`config.mk`:
```
export PLATFORM = sky130hd
export DESIGN_NAME = cal_capture_timer
export DESIGN_NICKNAME = d
export VERILOG_FILES = /design/src/rtl/cal_tmr_pkg.sv /design/src/rtl/cal_tick_gen.sv /design/src/rtl/cal_lfo_edge.sv /design/src/rtl/cal_count_reg.sv /design/src/rtl/cal_capture_timer.sv
export SDC_FILE = /design/constraint.sdc
export NUM_CORES = 1
export LEC_CHECK = 0
export CAP_MARGIN = 15
export CORE_MARGIN = 2
export CORE_UTILIZATION = 53
export CTS_CLUSTER_DIAMETER = 120
export DETAILED_ROUTE_END_ITERATION = 10
export HOLD_SLACK_MARGIN = 0.12
export PLACE_DENSITY = 0.84
export SYNTH_ARGS = -nofsm -noshare
export SYNTH_HDL_FRONTEND = slang
export SYNTH_HIERARCHICAL = 1
export SYNTH_SLANG_ARGS = --single-unit
```
`constraint.sdc`:
```
create_clock -name clk_i -period 2.6 [get_ports clk_i]
set_clock_uncertainty 0.15 [all_clocks]
set_input_delay 0.52 -clock clk_i [delete_from_list [all_inputs] [get_ports clk_i]]
set_output_delay 0.52 -clock clk_i [all_outputs]
set_load 0.005 [all_outputs]
```
`src/rtl/cal_tmr_pkg.sv`:
```
package cal_tmr_pkg;
  typedef enum logic [1:0] {
    TICK_SYS  = 2'd0,
    TICK_DIV  = 2'd1,
    TICK_EXT  = 2'd2,
    TICK_RSV  = 2'd3
  } tick_sel_e;

  typedef enum logic {
    SRC_SOF = 1'b0,
    SRC_LFO = 1'b1
  } cap_src_e;
endpackage

```
`src/rtl/cal_tick_gen.sv`:
```
module cal_tick_gen
  import cal_tmr_pkg::*;
#(
  parameter int DIV_SYS = 12,
  parameter int DIV_EXT = 8
) (
  input  logic      clk_i,
  input  logic      rst_ni,
  input  tick_sel_e sel_i,
  input  logic      ext_en_i,
  output logic      tick_o
);
  localparam int SYS_W = (DIV_SYS > 1) ? $clog2(DIV_SYS) : 1;
  localparam int EXT_W = (DIV_EXT > 1) ? $clog2(DIV_EXT) : 1;
  localparam logic [SYS_W-1:0] SYS_LAST = SYS_W'(DIV_SYS - 1);
  localparam logic [EXT_W-1:0] EXT_LAST = EXT_W'(DIV_EXT - 1);

  logic [SYS_W-1:0] sys_q;
  logic [EXT_W-1:0] ext_q;
  logic sys_wrap, ext_wrap;

  assign sys_wrap = (sys_q == SYS_LAST);
  assign ext_wrap = (ext_q == EXT_LAST);

  always_ff @(posedge clk_i or negedge rst_ni) begin
    if (!rst_ni) sys_q <= '0;
    else if (sys_wrap) sys_q <= '0;
    else sys_q <= sys_q + 1'b1;
  end

  always_ff @(posedge clk_i or negedge rst_ni) begin
    if (!rst_ni) ext_q <= '0;
    else if (ext_en_i) ext_q <= ext_wrap ? '0 : ext_q + 1'b1;
  end

  always_comb begin
    unique case (sel_i)
      TICK_DIV: tick_o = sys_wrap;
      TICK_EXT: tick_o = ext_en_i & ext_wrap;
      default:  tick_o = 1'b1;
    endcase
  end

  p_sys_range_r3: assert property (@(posedge clk_i) disable iff (!rst_ni)
    sys_q <= SYS_LAST);
  p_ext_hold_r3: assert property (@(posedge clk_i) disable iff (!rst_ni)
    !ext_en_i |=> $stable(ext_q));
endmodule

```
`src/rtl/cal_lfo_edge.sv`:
```
module cal_lfo_edge #(
  parameter int SYNC_STAGES = 2
) (
  input  logic clk_i,
  input  logic rst_ni,
  input  logic lfo_i,
  output logic fall_o
);
  logic [SYNC_STAGES:0] sync_q;

  always_ff @(posedge clk_i or negedge rst_ni) begin
    if (!rst_ni) sync_q <= '0;
    else sync_q <= {sync_q[SYNC_STAGES-1:0], lfo_i};
  end

  // history bit high, newest synchronized bit low
  assign fall_o = sync_q[SYNC_STAGES] & ~sync_q[SYNC_STAGES-1];

  p_fall_single_r7: assert property (@(posedge clk_i) disable iff (!rst_ni)
    fall_o |=> !fall_o);
endmodule

```
`src/rtl/cal_count_reg.sv`:
```
module cal_count_reg #(
  parameter int WIDTH = 16
) (
  input  logic             clk_i,
  input  logic             rst_ni,
  input  logic             run_i,
  input  logic             tick_i,
  input  logic             cap_i,
  output logic [WIDTH-1:0] cnt_o,
  output logic [WIDTH-1:0] rld_o,
  output logic             wrap_o
);
  localparam logic [WIDTH-1:0] CNT_MAX = '1;

  logic step;
  assign step   = run_i & tick_i;
  assign wrap_o = step & (cnt_o == CNT_MAX);

  always_ff @(posedge clk_i or negedge rst_ni) begin
    if (!rst_ni) cnt_o <= '0;
    else if (step) cnt_o <= cnt_o + 1'b1;
  end

  // captures the pre-tick value
  always_ff @(posedge clk_i or negedge rst_ni) begin
    if (!rst_ni) rld_o <= '0;
    else if (cap_i) rld_o <= cnt_o;
  end

  p_hold_idle_r2: assert property (@(posedge clk_i) disable iff (!rst_ni)
    !(run_i && tick_i) |=> $stable(cnt_o));
  p_step_r2: assert property (@(posedge clk_i) disable iff (!rst_ni)
    (run_i && tick_i) |=> cnt_o == WIDTH'($past(cnt_o) + 1'b1));
  p_capture_pre_tick_r8: assert property (@(posedge clk_i) disable iff (!rst_ni)
    cap_i |=> rld_o == $past(cnt_o));
  p_rld_stable_r6: assert property (@(posedge clk_i) disable iff (!rst_ni)
    !cap_i |=> $stable(rld_o));
endmodule

```
`src/rtl/cal_capture_timer.sv`:
```
module cal_capture_timer
  import cal_tmr_pkg::*;
#(
  parameter int WIDTH       = 16,
  parameter int DIV_SYS     = 12,
  parameter int DIV_EXT     = 8,
  parameter int SYNC_STAGES = 2
) (
  input  logic             clk_i,
  input  logic             rst_ni,
  input  logic             cfg_we_i,
  input  logic             cfg_run_i,
  input  logic             cfg_cap_en_i,
  input  logic             cfg_src_sel_i,
  input  logic [1:0]       cfg_clk_sel_i,
  input  logic             cfg_irq_en_i,
  input  logic             cap_clr_i,
  input  logic             ovf_clr_i,
  input  logic             ext_clk_en_i,
  input  logic             sof_i,
  input  logic             lfo_i,
  output logic [WIDTH-1:0] count_o,
  output logic [WIDTH-1:0] capture_o,
  output logic             cap_flag_o,
  output logic             ovf_flag_o,
  output logic             irq_o
);
  logic      run_q, cap_en_q, irq_en_q;
  cap_src_e  src_q;
  tick_sel_e tsel_q;
  logic      tick, lfo_fall, cap_stb, wrap;

  always_ff @(posedge clk_i or negedge rst_ni) begin
    if (!rst_ni) begin
      run_q    <= 1'b0;
      cap_en_q <= 1'b0;
      irq_en_q <= 1'b0;
      src_q    <= SRC_SOF;
      tsel_q   <= TICK_SYS;
    end else if (cfg_we_i) begin
      run_q    <= cfg_run_i;
      cap_en_q <= cfg_cap_en_i;
      irq_en_q <= cfg_irq_en_i;
      src_q    <= cap_src_e'(cfg_src_sel_i);
      tsel_q   <= tick_sel_e'(cfg_clk_sel_i);
    end
  end

  cal_tick_gen #(.DIV_SYS(DIV_SYS), .DIV_EXT(DIV_EXT)) u_tick (
    .clk_i   (clk_i),
    .rst_ni  (rst_ni),
    .sel_i   (tsel_q),
    .ext_en_i(ext_clk_en_i),
    .tick_o  (tick)
  );

  cal_lfo_edge #(.SYNC_STAGES(SYNC_STAGES)) u_lfo (
    .clk_i (clk_i),
    .rst_ni(rst_ni),
    .lfo_i (lfo_i),
    .fall_o(lfo_fall)
  );

  assign cap_stb = cap_en_q & ((src_q == SRC_LFO) ? lfo_fall : sof_i);

  cal_count_reg #(.WIDTH(WIDTH)) u_cnt (
    .clk_i (clk_i),
    .rst_ni(rst_ni),
    .run_i (run_q),
    .tick_i(tick),
    .cap_i (cap_stb),
    .cnt_o (count_o),
    .rld_o (capture_o),
    .wrap_o(wrap)
  );

  // set wins over clear
  always_ff @(posedge clk_i or negedge rst_ni) begin
    if (!rst_ni) begin
      cap_flag_o <= 1'b0;
      ovf_flag_o <= 1'b0;
    end else begin
      if (cap_stb) cap_flag_o <= 1'b1;
      else if (cap_clr_i) cap_flag_o <= 1'b0;
      if (wrap) ovf_flag_o <= 1'b1;
      else if (ovf_clr_i) ovf_flag_o <= 1'b0;
    end
  end

  assign irq_o = irq_en_q & (cap_flag_o | ovf_flag_o);

  p_wrap_r4: assert property (@(posedge clk_i) disable iff (!rst_ni)
    wrap |=> (count_o == '0) && ovf_flag_o);
  p_cap_flag_r5: assert property (@(posedge clk_i) disable iff (!rst_ni)
    cap_stb |=> cap_flag_o);
  p_flag_hold_r9: assert property (@(posedge clk_i) disable iff (!rst_ni)
    (cap_flag_o && !cap_clr_i) |=> cap_flag_o);
  p_ovf_hold_r9: assert property (@(posedge clk_i) disable iff (!rst_ni)
    (ovf_flag_o && !ovf_clr_i) |=> ovf_flag_o);
  p_cfg_stable_r11: assert property (@(posedge clk_i) disable iff (!rst_ni)
    !cfg_we_i |=> $stable(run_q) && $stable(cap_en_q) && $stable(tsel_q));
endmodule

```
# After elaboration in Yosys (flattened, before gate mapping)
# Cells that the tools add are included.
# totals
reg_bits,50
# op_classes
n_reduce_logical,2
bitwise,8
eq_ne,5
n_mux,8
n_addsub,3
# op_table
operator,count
$add 16x1->16 const B,1
$eq 16x16->1 const B,1
$and 1x1->1,6
$mux 1,5
$add 4x1->4 const B,1
$eq 4x4->1 const B,1
$mux 4,1
$reduce_bool 2->1,2
$add 3x1->3 const B,1
$eq 3x3->1 const B,1
$mux 3,1
$eq 2x1->1 const B,1
$eq 2x2->1 const B,1
$pmux 1 s2,1
$not 1->1,1
$or 1x1->1,1

# Depth between registers and ports, before layout
# depth
depth_word,6
mapped_depth,8
mapped_depth_nobuf,8

# Cells and area by module
# The synthesis kept the hierarchy.
# by_module_without_submodules
module,n_inst,cells_per_inst,area_each_um2,seq_area_each_um2
cal_count_reg,1,93,1297.5,800.8
cal_tick_gen,1,30,360.3,175.2
cal_capture_timer,1,24,341.6,200.2
cal_lfo_edge,1,4,88.8,75.1

# Worst setup path after synthesis
# No wires, ideal clock.
# synth_path
kind,register -> register
start,register u_tick.ext_q[0]
end,register ovf_flag_o
path_slack_ns,0.854
t_required_ns,2.332
stages_incl_launch_ff,9
t_arrival_ns,1.478
setup_time_ns,0.118
cell_sequence,dfrtp_1 > ha_1 > ha_1 > a31oi_1 > nand2_1 > nand4_1 > nor3_4 > and3_1 > a21o_1
# synth_via
elab_chain_len,6
# synth_lines
item,line_no,source
from (decl),cal_tick_gen.sv:19,logic [EXT_W-1:0] ext_q;
from (signal assigned),cal_tick_gen.sv:33,else if (ext_en_i) ext_q <= ext_wrap ? '0 : ext_q + 1'b1;
$eq 3x3->1 (*),cal_tick_gen.sv:23,assign ext_wrap = (ext_q == EXT_LAST);
$and 1x1->1 (*),cal_tick_gen.sv:39,TICK_EXT: tick_o = ext_en_i & ext_wrap;
$pmux 1 s2 (*),cal_tick_gen.sv:37,unique case (sel_i)
named net tick,cal_capture_timer.sv:31,"logic tick, lfo_fall, cap_stb, wrap;"
$and 1x1->1 (*),cal_count_reg.sv:16,assign step = run_i & tick_i;
$and 1x1->1 (*),cal_count_reg.sv:17,assign wrap_o = step & (cnt_o == CNT_MAX);
named net wrap,cal_capture_timer.sv:31,
$mux 1 / $reduce_bool 2->1 (equally long branches),n/a,
to (signal assigned),cal_capture_timer.sv:81,ovf_flag_o <= 1'b0;
to (signal assigned),cal_capture_timer.sv:85,if (wrap) ovf_flag_o <= 1'b1;
to (signal assigned),cal_capture_timer.sv:86,else if (ovf_clr_i) ovf_flag_o <= 1'b0;
to (decl),cal_capture_timer.sv:25,"output logic ovf_flag_o,"
# Mark *: on every way through the listed nets, which the timed path passes. The rest lies on a longest branch.
# A chain may end at the register's enable or synchronous reset.

# Worst setup path after layout
# layout_path
start,input ext_clk_en_i
end,register u_cnt.cnt_o[12]
# layout_via
elab_chain_len,3
# layout_lines
item,line_no,source
from (decl),cal_capture_timer.sv:19,"input logic ext_clk_en_i,"
$and 1x1->1,cal_tick_gen.sv:39,
$pmux 1 s2,cal_tick_gen.sv:37,
named net tick,cal_capture_timer.sv:31,
$and 1x1->1,cal_count_reg.sv:16,
to (signal assigned),cal_count_reg.sv:21,else if (step) cnt_o <= cnt_o + 1'b1;
to (decl),cal_count_reg.sv:9,"output logic [WIDTH-1:0] cnt_o,"
# The timed path passes the listed nets, and every way through them passes these cells.

==> results.yml <==
synthesis:
  syn_area_per_cell_um2: 13.8
  ys_types: 29
  synth_top_area_cell: "dfrtp_1"
  ys_top_cells_by_area: "dfrtp_1 (60%), mux2_2 (10%), xnor2_1 (5.0%)"
  ys_seq_elements: 50
  yosysWarningCount: 6
  synth_top_area_share_pct: 59.9
  seq_area_frac_synth_pct: 59.9
  syn_inst: 151
  syn-cell-area_um2: 2090
  syn_nets: 171
worst_setup_path:
  crit_chain: "clkdlybuf4s50_1 > a31oi_1 > nand2_1 > nand4_1 > nor3_4 > nand3_1 > xnor2_1"
  reg2reg_depth: 7
  rr_startpoint: "u_tick/sys_q[0]$_DFF_PN0_"
  reg2reg_to: "u_cnt/cnt_o[12]$_DFFE_PN0P_"
  cp-startpoint: "ext_clk_en_i"
  max_stage_delay_ps: 570
  worst-setup-path-type: "primary input to flip-flop"
  worst_path_max_delay_cell: "clkdlybuf4s50_1"
  crit_fanout: 5
  cp-start-kind: "primary input"
  crit_family: "simple AND/OR/NAND/NOR gates"
  crit_arrival_ps: 2090
  cp_num_buf_inv: 1
  r2r_slack_ps: 660
  end_kind: "flip-flop"
  crit_required_ps: 2630
cells_and_area:
  num_antenna_cells: 0
  fin_cells: 255
  drive_gt1_share_pct: 18.8
  areaGrowthSynthToFinish_pct: 31.6
  multi_input_area_um2: 790
  final_util_pct: 73.9
  regArea_um2: 1250
  nets: 227
  fillerInstances: 254
floorplanning:
  io_pins: 49
  start_util_pct: 56.2
  die-area_um2: 4460
  fp.dieW_um: 66.8
  die_height_um: 66.8
  row_count: 22
  coreArea_um2: 3720
clock_network:
  clk_latency_ps: 290
  numCtsBuffers: 5
  cts.path.max_buffers: 2
  cts_sinks: 50
  cts_hold_buffers: 1
  cts-root-buf: "clkbuf_8"
  post_cts_resized: 0
  cts_max_level: 2
  cts_setup_buffers: 0
  cts_tree: "built"
  cts.clk_slew.worst_paths_ps: 80
placement:
  portBuffers: 48
  globalplace.congestion: 0.754
  hpwl_mm: 2.97
  dpl.cell_count: 247
timing:
  fin_tns_setup_ps: 0
  rsz0062_at_grt: "false"
  tightest_slew_ps: 650
  post-route-min-period_ps: 2050
  fmax_mhz: 487
  post-route-period-util_pct: 79.0
  slew_viol_final: 0
  setup_viol: 0
  max_slew_margin_pct: 56.7
  finalHoldViolCount: 0
route:
  ant_nets: 0
  drt_wl_total_mm: 4.07
  avgRoutedWirePerCell_um: 16.0
  drc: 0
  drt-initial-drc-count: 54
  firstDrtPassIters: 4
  num_vias: 1339
  via_per_inst: 5.25
grt:
  met1_usage_pct: 27.5
  busiest_layer: "met2"
  grt_max_degree: 31
  grt_pass1_wl_mm: 7.07
  grt_pass1_vias: 1465
  grt_overflow_total: 0
  gr-usage-met2_pct: 36.0
  track_usage_pct: 21.6
  gr-usage-met3_pct: 5.41
  antenna_found_initial: 0
pwr:
  p_leak_uw: 0.00128
  vdd_drop_max_v: 0.000675
  power_density_nw_per_um2: 732
hold_path:
  min_from: "u_lfo/sync_q[0]$_DFF_PN0_"
  hold_path_end: "u_lfo/sync_q[1]$_DFF_PN0_"
  whs_path_depth: 0
  worstHoldPathType: "flip-flop to flip-flop"
job:
  cap_viol_max_count: 0
status:
  outcome: "finished, final reports clean"
-- where the power goes --
group	switching, µW	internal, µW
Sequential	122	897
Combinational	157	298
Clock	231	308
Total	509	1500
-- cell usage in the layout, fill, tap and decap left out --
cell type,synthesis,final
nand2b_1,2,2
dfrtp_1,50,50
nand3_1,10,10
inv_1,7,7
nand2_1,6,6
nor2_1,3,3
and2_1,2,2
nand4_1,3,3
dlygate4sd3_1,0,1
buf_4,0,3
ha_1,6,6
nand4_2,1,1
xor2_1,3,3
o22ai_1,1,1
or3b_1,1,1
o221ai_1,1,1
xnor2_1,12,12
bufinv_16,0,1
clkbuf_8,0,6
nor3_4,1,1
a31oi_1,2,2
mux2i_1,2,2
o21a_1,1,1
nor2_2,1,1
clkdlybuf4s50_1,0,47
nand4b_1,2,2
mux2_4,5,5
a21o_1,1,1
nor2b_4,1,1
buf_2,2,1
mux2_2,19,19
and3_1,3,3
o21ai_0,2,2
-- area by class of cell --
class	count	area share [%]
repair buffers	52	18.5
clock buffers	6	3.01
well taps	48	2.19
clock inverters	1	1.09
inverters	7	0.956
multi-input cells	91	28.7
flip-flops and latches	50	45.5
-- registers in the layout, summed over array words and instances, names as in the netlist --
register / cells
run_q: 1
u_tick/ext_q: 3
tsel_q: 2
src_q: 1
u_cnt/rld_o: 16
cap_en_q: 1
u_lfo/sync_q: 3
u_tick/sys_q: 4
u_cnt/cnt_o: 16
cap_flag_o: 1
ovf_flag_o: 1
irq_en_q: 1
-- cell families after synthesis --
group           Yosys count  share of synthesized area, %
simple gates             36                          10.6
fa+ha+maj                 6                          3.59
compound gates            8                          2.52
buf+inv                  10                          2.28
xor+xnor                 15                          6.29
mux                      26                          14.8
flops                    50                          59.9
-- Yosys cell counts --
master / n
dfrtp_1: 50
mux2_2: 19
xnor2_1: 12
nand3_1: 10
inv_1: 7
ha_1: 6
nand2_1: 6
mux2_4: 5
and3_1: 3
nand4_1: 3
nor2_1: 3
xor2_1: 3
a31oi_1: 2
and2_1: 2
buf_2: 2
mux2i_1: 2
nand2b_1: 2
nand4b_1: 2
o21ai_0: 2
a21o_1: 1
buf_6: 1
nand4_2: 1
nor2_2: 1
nor2b_4: 1
nor3_4: 1
o21a_1: 1
o221ai_1: 1
o22ai_1: 1
or3b_1: 1
-- routing by layer --
| layer | wire length (µm) | vias to the layer above |
|---|---|---|
| met2 | 2090 | 41 |
| met4 | 66 | 0 |
| met5 | 0 | - |
| li1 | - | 633 |
| met3 | 207 | 7 |
| met1 | 1710 | 658 |
-- per-stage QoR --
step / cell area (µm²) / total power, µW / setup WS (ps) / hold slack [ps]
global route: 2750 / 2130 / 481 / 225
detailed placement: 2630 / 1490 / 231 / 191
floorplan: 2090 / 1210 / 854 / 74.4
finish: 2750 / 2010 / 547 / 208
global placement: 2630 / 1450 / 349 / 185
CTS: 2750 / 2040 / 546 / 210
-- how the worst max path moves through the flow --
stage | endpoint | cells after the start
3_5_place_dp | u_cnt/cnt_o[12]$_DFFE_PN0P_ | 7
4_1_cts | u_cnt/cnt_o[12]$_DFFE_PN0P_ | 7
2_1_floorplan | ovf_flag_o$_DFFE_PN0P_ | 8
6_report | u_cnt/cnt_o[12]$_DFFE_PN0P_ | 7
5_1_grt | u_cnt/cnt_o[12]$_DFFE_PN0P_ | 7
3_3_place_gp | u_cnt/cnt_o[12]$_DFFE_PN0P_ | 7
Power figures use the tool's default switching activity.
